[src/rtl/trace_fmt_pkg.sv]
package trace_fmt_pkg;
  localparam int unsigned BE_W    = 32;
  localparam int unsigned LANE_W  = 8;
  localparam int unsigned DW_N    = BE_W / LANE_W;
  localparam int unsigned DATA_W  = 256;
  localparam int unsigned ENTRY_W = 128;
  localparam int unsigned GAP_W   = 12;
  localparam int unsigned ADDR_W  = 35;
  localparam int unsigned ID_W    = 10;
  localparam int unsigned PAD_W   = ENTRY_W - 2 - GAP_W - ID_W - ADDR_W - 3 - 2 - DW_N - BE_W;

  typedef struct packed {
    logic              atrig;
    logic              dtrig;
    logic [GAP_W-1:0]  gap;
    logic [ID_W-1:0]   id;
    logic [ADDR_W-1:0] addr;
    logic [2:0]        cmd;
    logic [1:0]        cache;
    logic [DW_N-1:0]   dw_mask;
    logic [PAD_W-1:0]  pad;
    logic [BE_W-1:0]   be;
  } ctrl_entry_t;

  typedef enum logic [1:0] {
    SEQ_IDLE = 2'd0,
    SEQ_HI   = 2'd1,
    SEQ_LO   = 2'd2
  } seq_state_e;
endpackage

[src/rtl/be_mask_reduce.sv]
module be_mask_reduce #(
  parameter int unsigned BE_W   = 32,
  parameter int unsigned LANE_W = 8,
  localparam int unsigned DW_N  = BE_W / LANE_W
) (
  input  logic [BE_W-1:0] be_i,
  output logic [DW_N-1:0] mask_o
);
  for (genvar g = 0; g < DW_N; g++) begin : g_dw
    assign mask_o[g] = |be_i[g*LANE_W +: LANE_W];
  end

  always_comb begin
    AST_MASK_EMPTY: assert (|be_i || mask_o == '0);
  end
endmodule

[src/rtl/gap_counter.sv]
module gap_counter #(
  parameter int unsigned CNT_W = 12
) (
  input  logic             clk_i,
  input  logic             rst_ni,
  input  logic             clr_i,
  output logic [CNT_W-1:0] cnt_o
);
  localparam logic [CNT_W-1:0] CntMax = '1;

  always_ff @(posedge clk_i or negedge rst_ni) begin
    if (!rst_ni)               cnt_o <= '0;
    else if (clr_i)            cnt_o <= '0;
    else if (cnt_o != CntMax)  cnt_o <= cnt_o + 1'b1;
  end

  AST_GAP_SATURATE: assert property (@(posedge clk_i) disable iff (!rst_ni)
    (cnt_o == CntMax && !clr_i) |=> cnt_o == CntMax);
  AST_GAP_RESTART: assert property (@(posedge clk_i) disable iff (!rst_ni)
    clr_i |=> cnt_o == '0);
endmodule

[src/rtl/entry_seq.sv]
module entry_seq
  import trace_fmt_pkg::*;
(
  input  logic clk_i,
  input  logic rst_ni,
  input  logic addr_smp_i,
  input  logic data_smp_i,
  output logic accept_o,
  output logic emit_hi_o,
  output logic emit_lo_o,
  output logic busy_o
);
  seq_state_e state_q, state_d;

  assign accept_o  = (state_q == SEQ_IDLE) && (addr_smp_i || data_smp_i);
  assign emit_hi_o = (state_q == SEQ_HI);
  assign emit_lo_o = (state_q == SEQ_LO);
  assign busy_o    = (state_q != SEQ_IDLE);

  always_comb begin
    state_d = state_q;
    unique case (state_q)
      SEQ_IDLE: if (accept_o && data_smp_i) state_d = SEQ_HI;
      SEQ_HI:   state_d = SEQ_LO;
      SEQ_LO:   state_d = SEQ_IDLE;
      default:  state_d = SEQ_IDLE;
    endcase
  end

  always_ff @(posedge clk_i or negedge rst_ni) begin
    if (!rst_ni) state_q <= SEQ_IDLE;
    else         state_q <= state_d;
  end

  AST_HI_THEN_LO: assert property (@(posedge clk_i) disable iff (!rst_ni)
    emit_hi_o |=> emit_lo_o);
  AST_NO_ACCEPT_BUSY: assert property (@(posedge clk_i) disable iff (!rst_ni)
    (busy_o && (addr_smp_i || data_smp_i)) |-> !accept_o);
endmodule

[src/rtl/bus_trace_fmt.sv]
module bus_trace_fmt
  import trace_fmt_pkg::*;
(
  input  logic                 clk_i,
  input  logic                 rst_ni,
  input  logic [BE_W-1:0]      be_i,
  input  logic [1:0]           cache_i,
  input  logic [2:0]           cmd_i,
  input  logic [ADDR_W-1:0]    line_addr_i,
  input  logic [ID_W-1:0]      txn_id_i,
  input  logic [DATA_W-1:0]    data_i,
  input  logic                 addr_smp_i,
  input  logic                 data_smp_i,
  output logic                 busy_o,
  output logic                 trace_we_o,
  output logic [ENTRY_W-1:0]   trace_word_o
);
  localparam int unsigned HalfW = DATA_W / 2;

  logic              accept, emit_hi, emit_lo;
  logic [DW_N-1:0]   dw_mask;
  logic [GAP_W-1:0]  gap_cnt;
  logic [DATA_W-1:0] data_q;
  ctrl_entry_t       ctrl;

  be_mask_reduce #(.BE_W(BE_W), .LANE_W(LANE_W)) u_mask (
    .be_i   (be_i),
    .mask_o (dw_mask)
  );

  gap_counter #(.CNT_W(GAP_W)) u_gap (
    .clk_i  (clk_i),
    .rst_ni (rst_ni),
    .clr_i  (accept),
    .cnt_o  (gap_cnt)
  );

  entry_seq u_seq (
    .clk_i      (clk_i),
    .rst_ni     (rst_ni),
    .addr_smp_i (addr_smp_i),
    .data_smp_i (data_smp_i),
    .accept_o   (accept),
    .emit_hi_o  (emit_hi),
    .emit_lo_o  (emit_lo),
    .busy_o     (busy_o)
  );

  always_comb begin
    ctrl         = '0;
    ctrl.atrig   = addr_smp_i;
    ctrl.dtrig   = data_smp_i;
    ctrl.gap     = gap_cnt;
    ctrl.id      = txn_id_i;
    ctrl.addr    = line_addr_i;
    ctrl.cmd     = cmd_i;
    ctrl.cache   = cache_i;
    ctrl.dw_mask = dw_mask;
    ctrl.be      = be_i;
  end

  always_ff @(posedge clk_i or negedge rst_ni) begin
    if (!rst_ni)                   data_q <= '0;
    else if (accept && data_smp_i) data_q <= data_i;
  end

  always_ff @(posedge clk_i or negedge rst_ni) begin
    if (!rst_ni) begin
      trace_we_o   <= 1'b0;
      trace_word_o <= '0;
    end else begin
      trace_we_o <= accept | emit_hi | emit_lo;
      if (accept)       trace_word_o <= ctrl;
      else if (emit_hi) trace_word_o <= data_q[DATA_W-1:HalfW];
      else if (emit_lo) trace_word_o <= data_q[HalfW-1:0];
    end
  end

  AST_CTRL_COUNT: assert property (@(posedge clk_i) disable iff (!rst_ni)
    accept |=> trace_we_o && trace_word_o[125:114] == $past(gap_cnt));
  AST_DATA_PENDS: assert property (@(posedge clk_i) disable iff (!rst_ni)
    (accept && data_smp_i) |=> busy_o);
  AST_ADDR_SINGLE: assert property (@(posedge clk_i) disable iff (!rst_ni)
    (accept && addr_smp_i && !data_smp_i) |=> !busy_o);
  AST_BUSY_WRITES: assert property (@(posedge clk_i) disable iff (!rst_ni)
    busy_o |=> trace_we_o);
  AST_IDLE_QUIET: assert property (@(posedge clk_i) disable iff (!rst_ni)
    (!busy_o && !addr_smp_i && !data_smp_i) |=> !trace_we_o);
endmodule

[config.mk]
export PLATFORM = sky130hd
export DESIGN_NAME = bus_trace_fmt
export DESIGN_NICKNAME = d
export VERILOG_FILES = /design/src/rtl/trace_fmt_pkg.sv /design/src/rtl/be_mask_reduce.sv /design/src/rtl/gap_counter.sv /design/src/rtl/entry_seq.sv /design/src/rtl/bus_trace_fmt.sv
export SDC_FILE = /design/constraint.sdc
export NUM_CORES = 1
export LEC_CHECK = 0
export ABC_AREA = 0
export BUFFER_PORTS_ARGS = -buffer_cell sky130_fd_sc_hd__buf_2
export CORE_UTILIZATION = 40
export CTS_BUF_LIST = sky130_fd_sc_hd__clkbuf_4
export CTS_CLUSTER_SIZE = 30
export DETAILED_ROUTE_END_ITERATION = 8
export PLACE_DENSITY = 0.75
export SLEW_MARGIN = 20
export SYNTH_ARGS = -nofsm -noshare
export SYNTH_HDL_FRONTEND = slang
export SYNTH_SLANG_ARGS = --single-unit
[constraint.sdc]
create_clock -name clk_i -period 2.6 [get_ports clk_i]
set_clock_uncertainty 0.2 [all_clocks]
set_input_delay 0.26 -clock clk_i [delete_from_list [all_inputs] [get_ports clk_i]]
set_output_delay 0.26 -clock clk_i [all_outputs]
set_load 0.01 [all_outputs]
==> flow_metrics.py, run 1 <==
metrics = {
    "clock_tree": {
        "cts_buffer_depth": 3,
        "cts_resized": 0,
        "root_buffer": "clkbuf_4",
        "clkSinkCount": 399,
        "htreeDepth": 3,
        "cts-buffers-inserted": 106,
        "hold_buffers": 465,
        "postCtsSetupBuffers": 0,
    },
    "floorplan": {
        "ios": 472,
        "die_w_um": 206,
        "start_util_pct": 40.6,
        "row_count": 74,
        "die_height_um": 206,
    },
    "outcome": {
        "status": "did not finish",
        "lastStage": "4_1_cts",
        "error_line": "[ERROR RSZ-0060] Max buffer count reached.",
    },
    "synthesis": {
        "synth_cell_type_count": 43,
        "ys_seq_area_share_pct": 60.2,
        "syn_area_sq_um": 16600,
        "netlist_top_cells_count": "dfrtp_1, mux2_2, inv_1, a222oi_1, o21ai_0",
        "yosysTopAreaCellShare_pct": 60.2,
        "synthCells": 1174,
        "avgSynthCellArea_sq_um": 14.1,
        "synth_seq_cells": 399,
        "syn-num-nets": 1517,
        "synth_edf_count": 0,
        "synth.most_common_cell": "dfrtp_1",
        "synth_warnings": 0,
        "synth.area.top_cells": "dfrtp_1, mux2_2, a222oi_1",
        "synth_top_cell_by_area": "dfrtp_1",
        "synthFlopType": "dfrtp_1",
        "async_flop_share_pct": 100,
    },
    "place": {
        "hpwl_um": 31900,
        "placed_area_sq_um": 19700,
        "port_buffers": 471,
        "dp.cells": 2126,
        "place_ws_ns": 0.333,
        "gp_congestion": 0.858,
    },
}
==> per-stage QoR <==
step	utilization, %	hold WS (ns)
after detailed placement	48.2	0.0587
after global placement	48.2	0.0445
after floorplan	-	-0.236
==> logic make-up after synthesis <==
logic type | Yosys count | share of synthesized area [%]
adders and majority gates | 1 | 0.0754
and+or+nand+nor | 78 | 2.83
buffers and inverters | 177 | 4.50
muxes | 317 | 23.4
xor gates and xnor gates | 1 | 0.0528
DFF | 399 | 60.2
AOI/OAI and AO/OA | 201 | 8.95
==> run 2: changes to the inputs <==
Settings changed: CORE_UTILIZATION 40 to 25, CTS_BUF_LIST sky130_fd_sc_hd__clkbuf_4 to not set, CTS_CLUSTER_SIZE 30 to not set, PLACE_DENSITY 0.75 to not set, PLACE_DENSITY_LB_ADDON set to 0.15.
==> run 2 against run 1 <==
  * The run now ends clean
  * Synthesized area unchanged
  * Synthesized cell count is the same
==> flow_metrics.py, run 2 <==
metrics = {
    "synthesis": {
        "synth_cell_type_count": 43,
        "synth-simple-area-share_pct": 2.83,
        "ys_seq_area_share_pct": 60.2,
        "synth_top_family_by_area": "multiplexers",
        "syn_area_sq_um": 16600,
        "synth.most_common_cell": "dfrtp_1",
        "synth_seq_cells": 399,
        "synth.area.top_cells": "dfrtp_1, mux2_2, a222oi_1",
        "synth_warnings": 0,
        "synthFlopType": "dfrtp_1",
        "synth_edf_count": 0,
        "avgSynthCellArea_sq_um": 14.1,
        "async_flop_share_pct": 100,
        "synthAdderAreaFrac_pct": 0.0754,
        "yosys.area_share.xor_xnor_pct": 0.0528,
        "synthCells": 1174,
        "muxShareOfSynthArea_pct": 23.4,
        "synth_top_cell_by_area": "dfrtp_1",
        "netlist_top_cells_count": "dfrtp_1, mux2_2, inv_1, a222oi_1, o21ai_0",
        "syn-num-nets": 1517,
        "synth_compound_area_share_pct": 8.95,
        "yosysTopAreaCellShare_pct": 60.2,
    },
    "floorplan": {
        "dieArea_sq_um": 67400,
        "die_w_um": 260,
        "ios": 472,
        "start_util_pct": 25.2,
        "row_count": 94,
        "die_height_um": 260,
        "coreArea_sq_um": 65700,
    },
    "sta": {
        "worst_slew_pin_slew_ns": 0.840,
        "slew_headroom_pct": 43.5,
        "finalHoldViolations": 0,
        "drv_slew": 0,
        "setup_viol": 0,
        "rsz0062_at_grt": "no",
        "fmax_mhz": 438,
        "min_period_over_period_pct": 87.9,
        "setup_slack_ns": 0.315,
        "finalSetupTns_ns": 0,
        "period_needed_ns": 2.28,
    },
    "place": {
        "placed_area_sq_um": 20300,
        "hpwl_um": 37600,
        "dp.cells": 2471,
        "gp_congestion": 0.803,
        "port_buffers": 471,
        "place_ws_ns": 0.315,
    },
    "global_routing": {
        "grt_use_met2_pct": 26.8,
        "grt_max_degree": 73,
        "grt_pass1_vias": 14345,
        "use_met1_pct": 21.3,
        "grt_pass1_wl_um": 85500,
        "grt_usage_pct": 16.5,
        "gr-total-overflow": 0,
        "grt_use_met3_pct": 4.24,
        "antenna_found_initial": 7,
        "gr-max-usage-layer": "met2",
    },
    "layout": {
        "area_growth_syn_to_layout_pct": 52.6,
        "layout_common_cells": "buf_2, dfrtp_1, dlygate4sd3_1",
        "nets": 2342,
        "final_cell_area_sq_um": 25300,
        "fin_cells": 2902,
        "largest_reg_flops": 256,
        "drive_above_1_share_pct": 44.9,
        "regMostFlops": "data_q",
        "top_regs": "data_q (256), trace_word_o (128), u_gap.cnt_o (12)",
        "final_common_cell": "buf_2",
    },
    "drt": {
        "routed_wl_um": 55700,
        "drtAntennaViolNets": 0,
        "drt_pass1_iterations": 9,
        "routed_via_density": 4.53,
        "drt_iter0_drc": 782,
        "vias": 13159,
        "wire_per_inst_um": 19.2,
        "drcViolationCount": 0,
    },
    "clock_tree": {
        "cts-buffers-inserted": 49,
        "root_buffer": "clkbuf_16",
        "htreeDepth": 2,
        "cts_tree": "built",
        "cts_buffer_depth": 3,
        "clk_pin_slew_ns": 0.06,
        "clkSinkCount": 399,
        "clock_latency_ns": 0.57,
    },
    "setup_path": {
        "cp-end-kind": "register",
        "regToRegStartpoint": "u_gap.cnt_o[1]",
        "reg2reg_to": "u_gap.cnt_o[1]",
        "crit_required_ns": 2.86,
        "worstPathArrival_ns": 2.54,
        "reg2reg_depth": 6,
        "startpoint_type": "register",
        "r2r_slack_ns": 0.32,
        "critPathKind": "register to register",
        "worstPathMaxFanout": 8,
    },
    "outcome": {
        "status": "finished clean",
    },
    "worst_hold_path": {
        "hp-class": "primary input to asynchronous set/reset pin",
    },
    "power_and_ir_drop": {
        "ir_drop_v": 0.000476,
        "power_density_nw_per_um2": 859,
        "leakage_nw": 11.4,
    },
    "run": {
        "cap_violations": 0,
    },
}
[run 2: through the flow]
step	hold slack, ns	utilization (%)	total power, W
global route	0.0896	38.5	0.0230
finish	0.0596	38.5	0.0218
floorplan	-0.236	-	0.0120
global placement	0.0945	30.8	0.0144
CTS	0.0602	38.5	0.0222
detailed placement	0.0920	30.8	0.0145
[run 2: area by class of cell]
type	instances	area, sq um
clock inverter	15	188
inverter	93	350
sequential	399	9990
tap	864	1080
fill	6382	40400
timing repair buffer	858	6360
clock buffer	71	1450
multi-input combinational	598	5900
antenna	4	10.0
[run 2: repair_timing]
action                                 4_1_cts  5_1_grt
hold buffers                               341        0
setup buffers                                0        0
endpoints found under the hold margin      610        0
resized for setup                            0        0
[run 2: per-layer routing]
metal,share of wire (%),wire length (um)
met1,43,24100
met2,48,26600
met3,6.5,3620
met4,2.2,1230
met5,0.065,36
[run 2: cells by family (layout without fill, tap and decap cells)]
family | count (synthesis) | count (layout)
AND/OR/NAND/NOR | 78 | 78
other | 0 | 4
adder cells (fa/ha/maj) | 1 | 1
flip-flops | 399 | 399
AO/OA/AOI/OAI | 201 | 201
multiplexers | 317 | 317
buffers and inverters | 177 | 1037
XOR/XNOR | 1 | 1
[run 2: worst max-delay path by stage]
stage	start	endpoint
floorplan	u_seq.state_q[0]	trace_word_o[100]
global placement	u_gap.cnt_o[1]	u_gap.cnt_o[1]
detailed placement	u_gap.cnt_o[1]	u_gap.cnt_o[1]
CTS	u_gap.cnt_o[1]	u_gap.cnt_o[1]
global route	u_gap.cnt_o[0]	u_gap.cnt_o[1]
finish	u_gap.cnt_o[1]	u_gap.cnt_o[1]
[run 2: where the power goes]
| part | leakage, nW | switching, W | internal, W | total (W) |
|---|---|---|---|---|
| clock network | 0.805 | 0.00274 | 0.00425 | 0.00699 |
| registers | 4.72 | 0.00104 | 0.00804 | 0.00908 |
| logic | 5.82 | 0.00268 | 0.00301 | 0.00569 |
| total | 11.4 | 0.00646 | 0.0153 | 0.0218 |
[run 2: critical path: stages (launching register included)]
cell,delay [ns]
dfrtp_1,0.44
ha_1,0.20
nand3_1,0.28
nor4_2,0.56
buf_4,0.23
mux2i_1,0.18
nor2_1,0.06
Note: power is estimated with default switching activity, not from simulation.
==> run 3: changes to the inputs <==
Settings changed: PLACE_DENSITY set to 0.46, PLACE_DENSITY_LB_ADDON 0.15 to not set.
==> run 3 against run 2 <==
  * Wire length decreased by 0.27%
  * Global-route usage decreased by 0.19 points
  * Count of clock-buffer cells in the layout decreased by 1
  * Critical endpoint is now data_q[144]
==> flow_metrics.py, run 3 (synthesis gave the netlist of run 2 again) <==
metrics = {
    "outcome": {
        "status": "finished clean",
    },
    "layout": {
        "largest_reg_flops": 256,
        "nets": 2342,
        "final_common_cell": "buf_2",
        "fillers": 6321,
        "regMostFlops": "data_q",
        "fin_cells": 2899,
        "top_regs": "data_q (256), trace_word_o (128), u_gap.cnt_o (12)",
        "drive_above_1_share_pct": 44.8,
        "layout_common_cells": "buf_2, dfrtp_1, dlygate4sd3_1",
        "area_growth_syn_to_layout_pct": 52.1,
    },
    "sta": {
        "worst_slew_pin_slew_ns": 0.669,
        "fmax_mhz": 440,
        "finalHoldViolations": 0,
        "min_period_over_period_pct": 87.5,
        "finalSetupTns_ns": 0,
        "setup_viol": 0,
        "period_needed_ns": 2.28,
        "rsz0062_at_grt": "no",
        "drv_slew": 0,
        "slew_headroom_pct": 55.4,
    },
    "drt": {
        "wire_per_inst_um": 19.1,
        "routed_via_density": 4.59,
        "vias": 13293,
        "drtAntennaViolNets": 0,
        "drcViolationCount": 0,
        "drt_pass1_iterations": 8,
        "routed_wl_um": 55500,
        "drt_iter0_drc": 1063,
    },
    "setup_path": {
        "startpoint_type": "register",
        "critPathKind": "register to register",
        "worstPathArrival_ns": 2.53,
        "worstPathMaxFanout": 24,
        "crit_family": "simple AND/OR/NAND/NOR gates",
        "crit_required_ns": 2.85,
        "path_cells": "nor2_1, and2_4, buf_12, buf_4, mux2_2",
        "cp-end-kind": "register",
        "r2r_slack_ns": 0.32,
        "slowest_delay_ns": 0.47,
        "crit_slowest_cell": "dfrtp_2",
        "critPathBufInv": 2,
    },
    "floorplan": {
        "dieArea_sq_um": 67400,
        "die_w_um": 260,
        "die_height_um": 260,
        "ios": 472,
        "coreArea_sq_um": 65700,
        "start_util_pct": 25.2,
        "row_count": 94,
    },
    "place": {
        "gp_congestion": 0.805,
        "hpwl_um": 36900,
        "dp.cells": 2473,
        "port_buffers": 471,
    },
    "clock_tree": {
        "root_buffer": "clkbuf_16",
        "cts-buffers-inserted": 48,
        "clk_pin_slew_ns": 0.06,
        "cts_tree": "built",
        "cts_buffer_depth": 3,
        "clkSinkCount": 399,
        "htreeDepth": 2,
        "clock_latency_ns": 0.57,
        "postCtsSetupBuffers": 0,
    },
    "power_and_ir_drop": {
        "leakage_nw": 11.3,
        "p_sw_w": 0.00640,
        "power_w": 0.0216,
        "power_density_nw_per_um2": 856,
        "sw_frac_of_total_pct": 29.6,
        "internal-power_w": 0.0152,
        "ir_drop_v": 0.000501,
        "power_frac_clock_pct": 31.7,
        "seqPwrFrac_pct": 42.1,
        "combPwrFrac_pct": 26.2,
    },
    "global_routing": {
        "antenna_found_initial": 5,
        "grt_pass1_wl_um": 84800,
        "grt_pass1_vias": 14425,
        "grt_max_degree": 63,
        "gr-total-overflow": 0,
        "grt_usage_pct": 16.3,
    },
    "worst_hold_path": {
        "hp-class": "primary input to asynchronous set/reset pin",
    },
    "run": {
        "cap_violations": 0,
    },
}
==> run 3: cell types whose count changed in the layout (fill, tap and decap cells not counted), moves of 2 or more <==
cell	previous run	this run
buf_12	19	16
clkbuf_1	10	13
clkbuf_16	51	49
clkbuf_8	10	8
diode_2	4	2
buf_4	27	32
==> run 3: power groups by stage <==
stage	logic, W	registers (W)	clock network (W)
floorplan	0.00277	0.00927	0
global placement	0.00522	0.00913	0
detailed placement	0.00533	0.00918	0
CTS	0.00576	0.00909	0.00713
global route	0.00620	0.00933	0.00734
finish	0.00567	0.00909	0.00685
==> run 3: metrics by stage <==
step	hold WS, ns	utilization, %	setup slack, ns	instance area [sq um]
3_3_place_gp	0.0511	30.8	0.314	20200
4_1_cts	0.0186	38.4	0.279	25200
2_1_floorplan	-0.236	-	0.603	16600
5_1_grt	0.0511	38.4	0.132	25200
3_5_place_dp	0.0552	30.8	0.293	20200
6_report	0.0131	38.4	0.325	25200
==> run 3: area by class of cell <==
cell class,count,area (sq um),share of cell area [%]
flip-flops and latches,399,9990,39.6
repair buffers,859,6330,25.1
multi-input cells,598,5900,23.4
inverters,93,350,1.39
clock buffers,70,1390,5.49
clock inverters,14,205,0.813
diodes,2,5.00,0.0198
well taps,864,1080,4.28
==> run 3: path summary, 6_finish.rpt <==
| kind | startpoint | endpoint | cells after the start |
|---|---|---|---|
| min | rst_ni | data_q[3] | 2 |
| min reg2reg | data_q[196] | data_q[196] | 1 |
| min in group clk_i | data_smp_i | u_seq.state_q[0] | 3 |
| max reg2reg | u_seq.state_q[1] | data_q[144] | 5 |
| max | u_seq.state_q[1] | data_q[144] | 5 |
| max in group asynchronous | rst_ni | data_q[97] | 3 |
==> run 3: what timing repair did <==
item | CTS | global route
hold endpoints to repair | 660 | 0
hold buffers | 340 | 0
gates resized for setup | 0 | 0
==> run 3: layer usage <==
layer	vias to the layer above	share of wire [%]	track usage [%]
met5	-	0.020	0
met4	2	2.3	4.75
met3	88	7.2	4.03
met2	496	48	27.2
met1	6719	42	20.7
li1	5988	-	-
==> run 4: changes to the inputs <==
Settings changed: CELL_PAD_IN_SITES_DETAIL_PLACEMENT set to 1, CELL_PAD_IN_SITES_GLOBAL_PLACEMENT set to 1, PLACE_DENSITY 0.46 to 0.54.
==> run 4 against run 3 <==
  * Cell count rose by 0.14%
  * Largest power group unchanged
  * Core utilization fell by 0.11 points
  * Fmax fell by 3.3%
  * Total power fell by 0.55%
  * Hold slack improved by 0.041 ns
  * Count of clock-buffer cells in the layout rose by 10
  * Worst setup slack got worse by 0.077 ns
  * Global-route usage rose by 1.6 points
  * Register-to-register slack got worse by 0.06 ns
  * Flip-flop and latch count did not move
==> flow_metrics.py, run 4 (synthesis gave the netlist of run 2 again) <==
metrics = {
    "power_and_ir_drop": {
        "power_frac_clock_pct": 30.7,
        "power_w": 0.0215,
        "leakage_nw": 11.3,
        "internal-power_w": 0.0149,
        "p_sw_w": 0.00662,
        "ir_drop_v": 0.000510,
        "power_density_nw_per_um2": 854,
        "combPwrFrac_pct": 26.7,
        "sw_frac_of_total_pct": 30.8,
        "seqPwrFrac_pct": 42.6,
    },
    "place": {
        "port_buffers": 471,
        "gp_congestion": 0.815,
        "hpwl_um": 38900,
    },
    "global_routing": {
        "grt_pass1_wl_um": 93300,
        "grt_usage_pct": 17.9,
        "antenna_found_initial": 7,
        "grt_pass1_vias": 15402,
        "gr-total-overflow": 0,
        "grt_max_degree": 87,
    },
    "sta": {
        "rsz0062_at_grt": "no",
        "slew_headroom_pct": 42.3,
        "worst_slew_pin_slew_ns": 0.862,
        "period_needed_ns": 2.35,
        "finalHoldViolations": 0,
        "fmax_mhz": 425,
        "min_period_over_period_pct": 90.5,
        "finalSetupTns_ns": 0,
        "setup_viol": 0,
        "drv_slew": 0,
    },
    "setup_path": {
        "crit_slowest_cell": "o21ai_4",
        "reg2reg_depth": 6,
        "critPathKind": "primary input to register",
        "worstPathMaxFanout": 24,
        "worstPathArrival_ns": 2.60,
        "startpoint_type": "primary input",
        "cp-end-kind": "register",
        "regToRegStartpoint": "u_seq.state_q[1]",
        "reg2reg_to": "trace_word_o[109]",
        "path_cells": "dlygate4sd3_1, buf_2, o21ai_4, buf_4, mux2_2, mux2_2",
        "r2r_slack_ns": 0.26,
        "crit_path_frequent_cell": "mux2_2",
        "crit_required_ns": 2.85,
        "slowest_delay_ns": 0.67,
    },
    "drt": {
        "drt_pass1_iterations": 6,
        "drt_iter0_drc": 773,
        "vias": 13450,
        "routed_via_density": 4.63,
        "wire_per_inst_um": 20.8,
        "drcViolationCount": 0,
        "drtAntennaViolNets": 0,
        "routed_wl_um": 60300,
    },
    "layout": {
        "layout_common_cells": "buf_2, dfrtp_1, dlygate4sd3_1",
        "regMostFlops": "data_q",
        "nets": 2338,
        "top_regs": "data_q (256), trace_word_o (128), u_gap.cnt_o (12)",
        "final_common_cell": "buf_2",
        "largest_reg_flops": 256,
        "drive_above_1_share_pct": 44.6,
        "area_growth_syn_to_layout_pct": 51.6,
    },
    "floorplan": {
        "ios": 472,
        "row_count": 94,
        "dieArea_sq_um": 67400,
        "coreArea_sq_um": 65700,
        "die_height_um": 260,
        "die_w_um": 260,
        "start_util_pct": 25.2,
    },
    "outcome": {
        "status": "finished clean",
    },
    "clock_tree": {
        "clk_pin_slew_ns": 0.05,
        "cts_tree": "built",
        "cts-buffers-inserted": 49,
        "clkSinkCount": 399,
        "root_buffer": "clkbuf_16",
        "clock_latency_ns": 0.57,
        "cts_buffer_depth": 3,
        "postCtsSetupBuffers": 0,
        "htreeDepth": 2,
    },
    "worst_hold_path": {
        "hp-class": "primary input to asynchronous set/reset pin",
    },
    "run": {
        "cap_violations": 0,
    },
}
-- run 4: power groups by stage --
stage / sequential (W) / combinational [W] / clock, W
floorplan: 0.00927 / 0.00277 / 0
global placement: 0.00915 / 0.00523 / 0
detailed placement: 0.00923 / 0.00535 / 0
CTS: 0.00915 / 0.00580 / 0.00682
global route: 0.00941 / 0.00628 / 0.00704
finish: 0.00915 / 0.00575 / 0.00659
-- run 4: how the worst max path moves through the flow --
stage	start	end	slack, ns
final	data_smp_i	trace_word_o[90]	0.25
after global routing	u_seq.state_q[1]	trace_word_o[109]	0.15
after CTS	u_seq.state_q[1]	trace_word_o[24]	0.09
after detailed placement	u_seq.state_q[1]	trace_word_o[109]	0.1
after global placement	u_seq.state_q[1]	trace_word_o[109]	0.17
after floorplan	u_seq.state_q[0]	trace_word_o[100]	0.60
-- run 4: cell type report --
cell class              count  area [sq um]
clock inverters            10          66.3
well taps                 864          1080
diodes                      5          12.5
fillers                  7050         40600
repair buffers            854          6300
multi-input cells         598          5910
clock buffers              80          1470
flip-flops and latches    399          9990
inverters                  93           350
-- run 4: timing repair --
item | CTS | global route
endpoints found under the setup margin | 0 | 9
hold buffers | 340 | 0
endpoints found under the hold margin | 662 | 0
resized for setup | 0 | 2
-- run 4: metal layers --
layer	part of all wire (%)	up-vias	global-route usage, %
li1	-	5985	-
met1	42	6906	22.7
met2	49	452	29.9
met3	6.3	105	4.18
met4	2.6	2	6.06
met5	0.022	-	0
-- run 4: critical path: cells and delay by family --
| family | cells | cell delay [ns] |
|---|---|---|
| mux | 2 | 0.60 |
| compound gates | 1 | 0.67 |
| buf+inv | 3 | 1.06 |
-- run 4: through the flow --
stage | instances | area (sq um) | hold slack, ns | utilization, % | worst slack [ns]
6_report | 2903 | 25200 | 0.0537 | 38.3 | 0.248
4_1_cts | 2898 | 25100 | 0.0312 | 38.2 | 0.0926
2_1_floorplan | 1174 | 16600 | -0.236 | - | 0.603
5_1_grt | 2903 | 25200 | 0.0656 | 38.3 | 0.152
3_3_place_gp | 2468 | 20200 | 0.0700 | 30.7 | 0.172
3_5_place_dp | 2468 | 20200 | 0.0723 | 30.7 | 0.0969
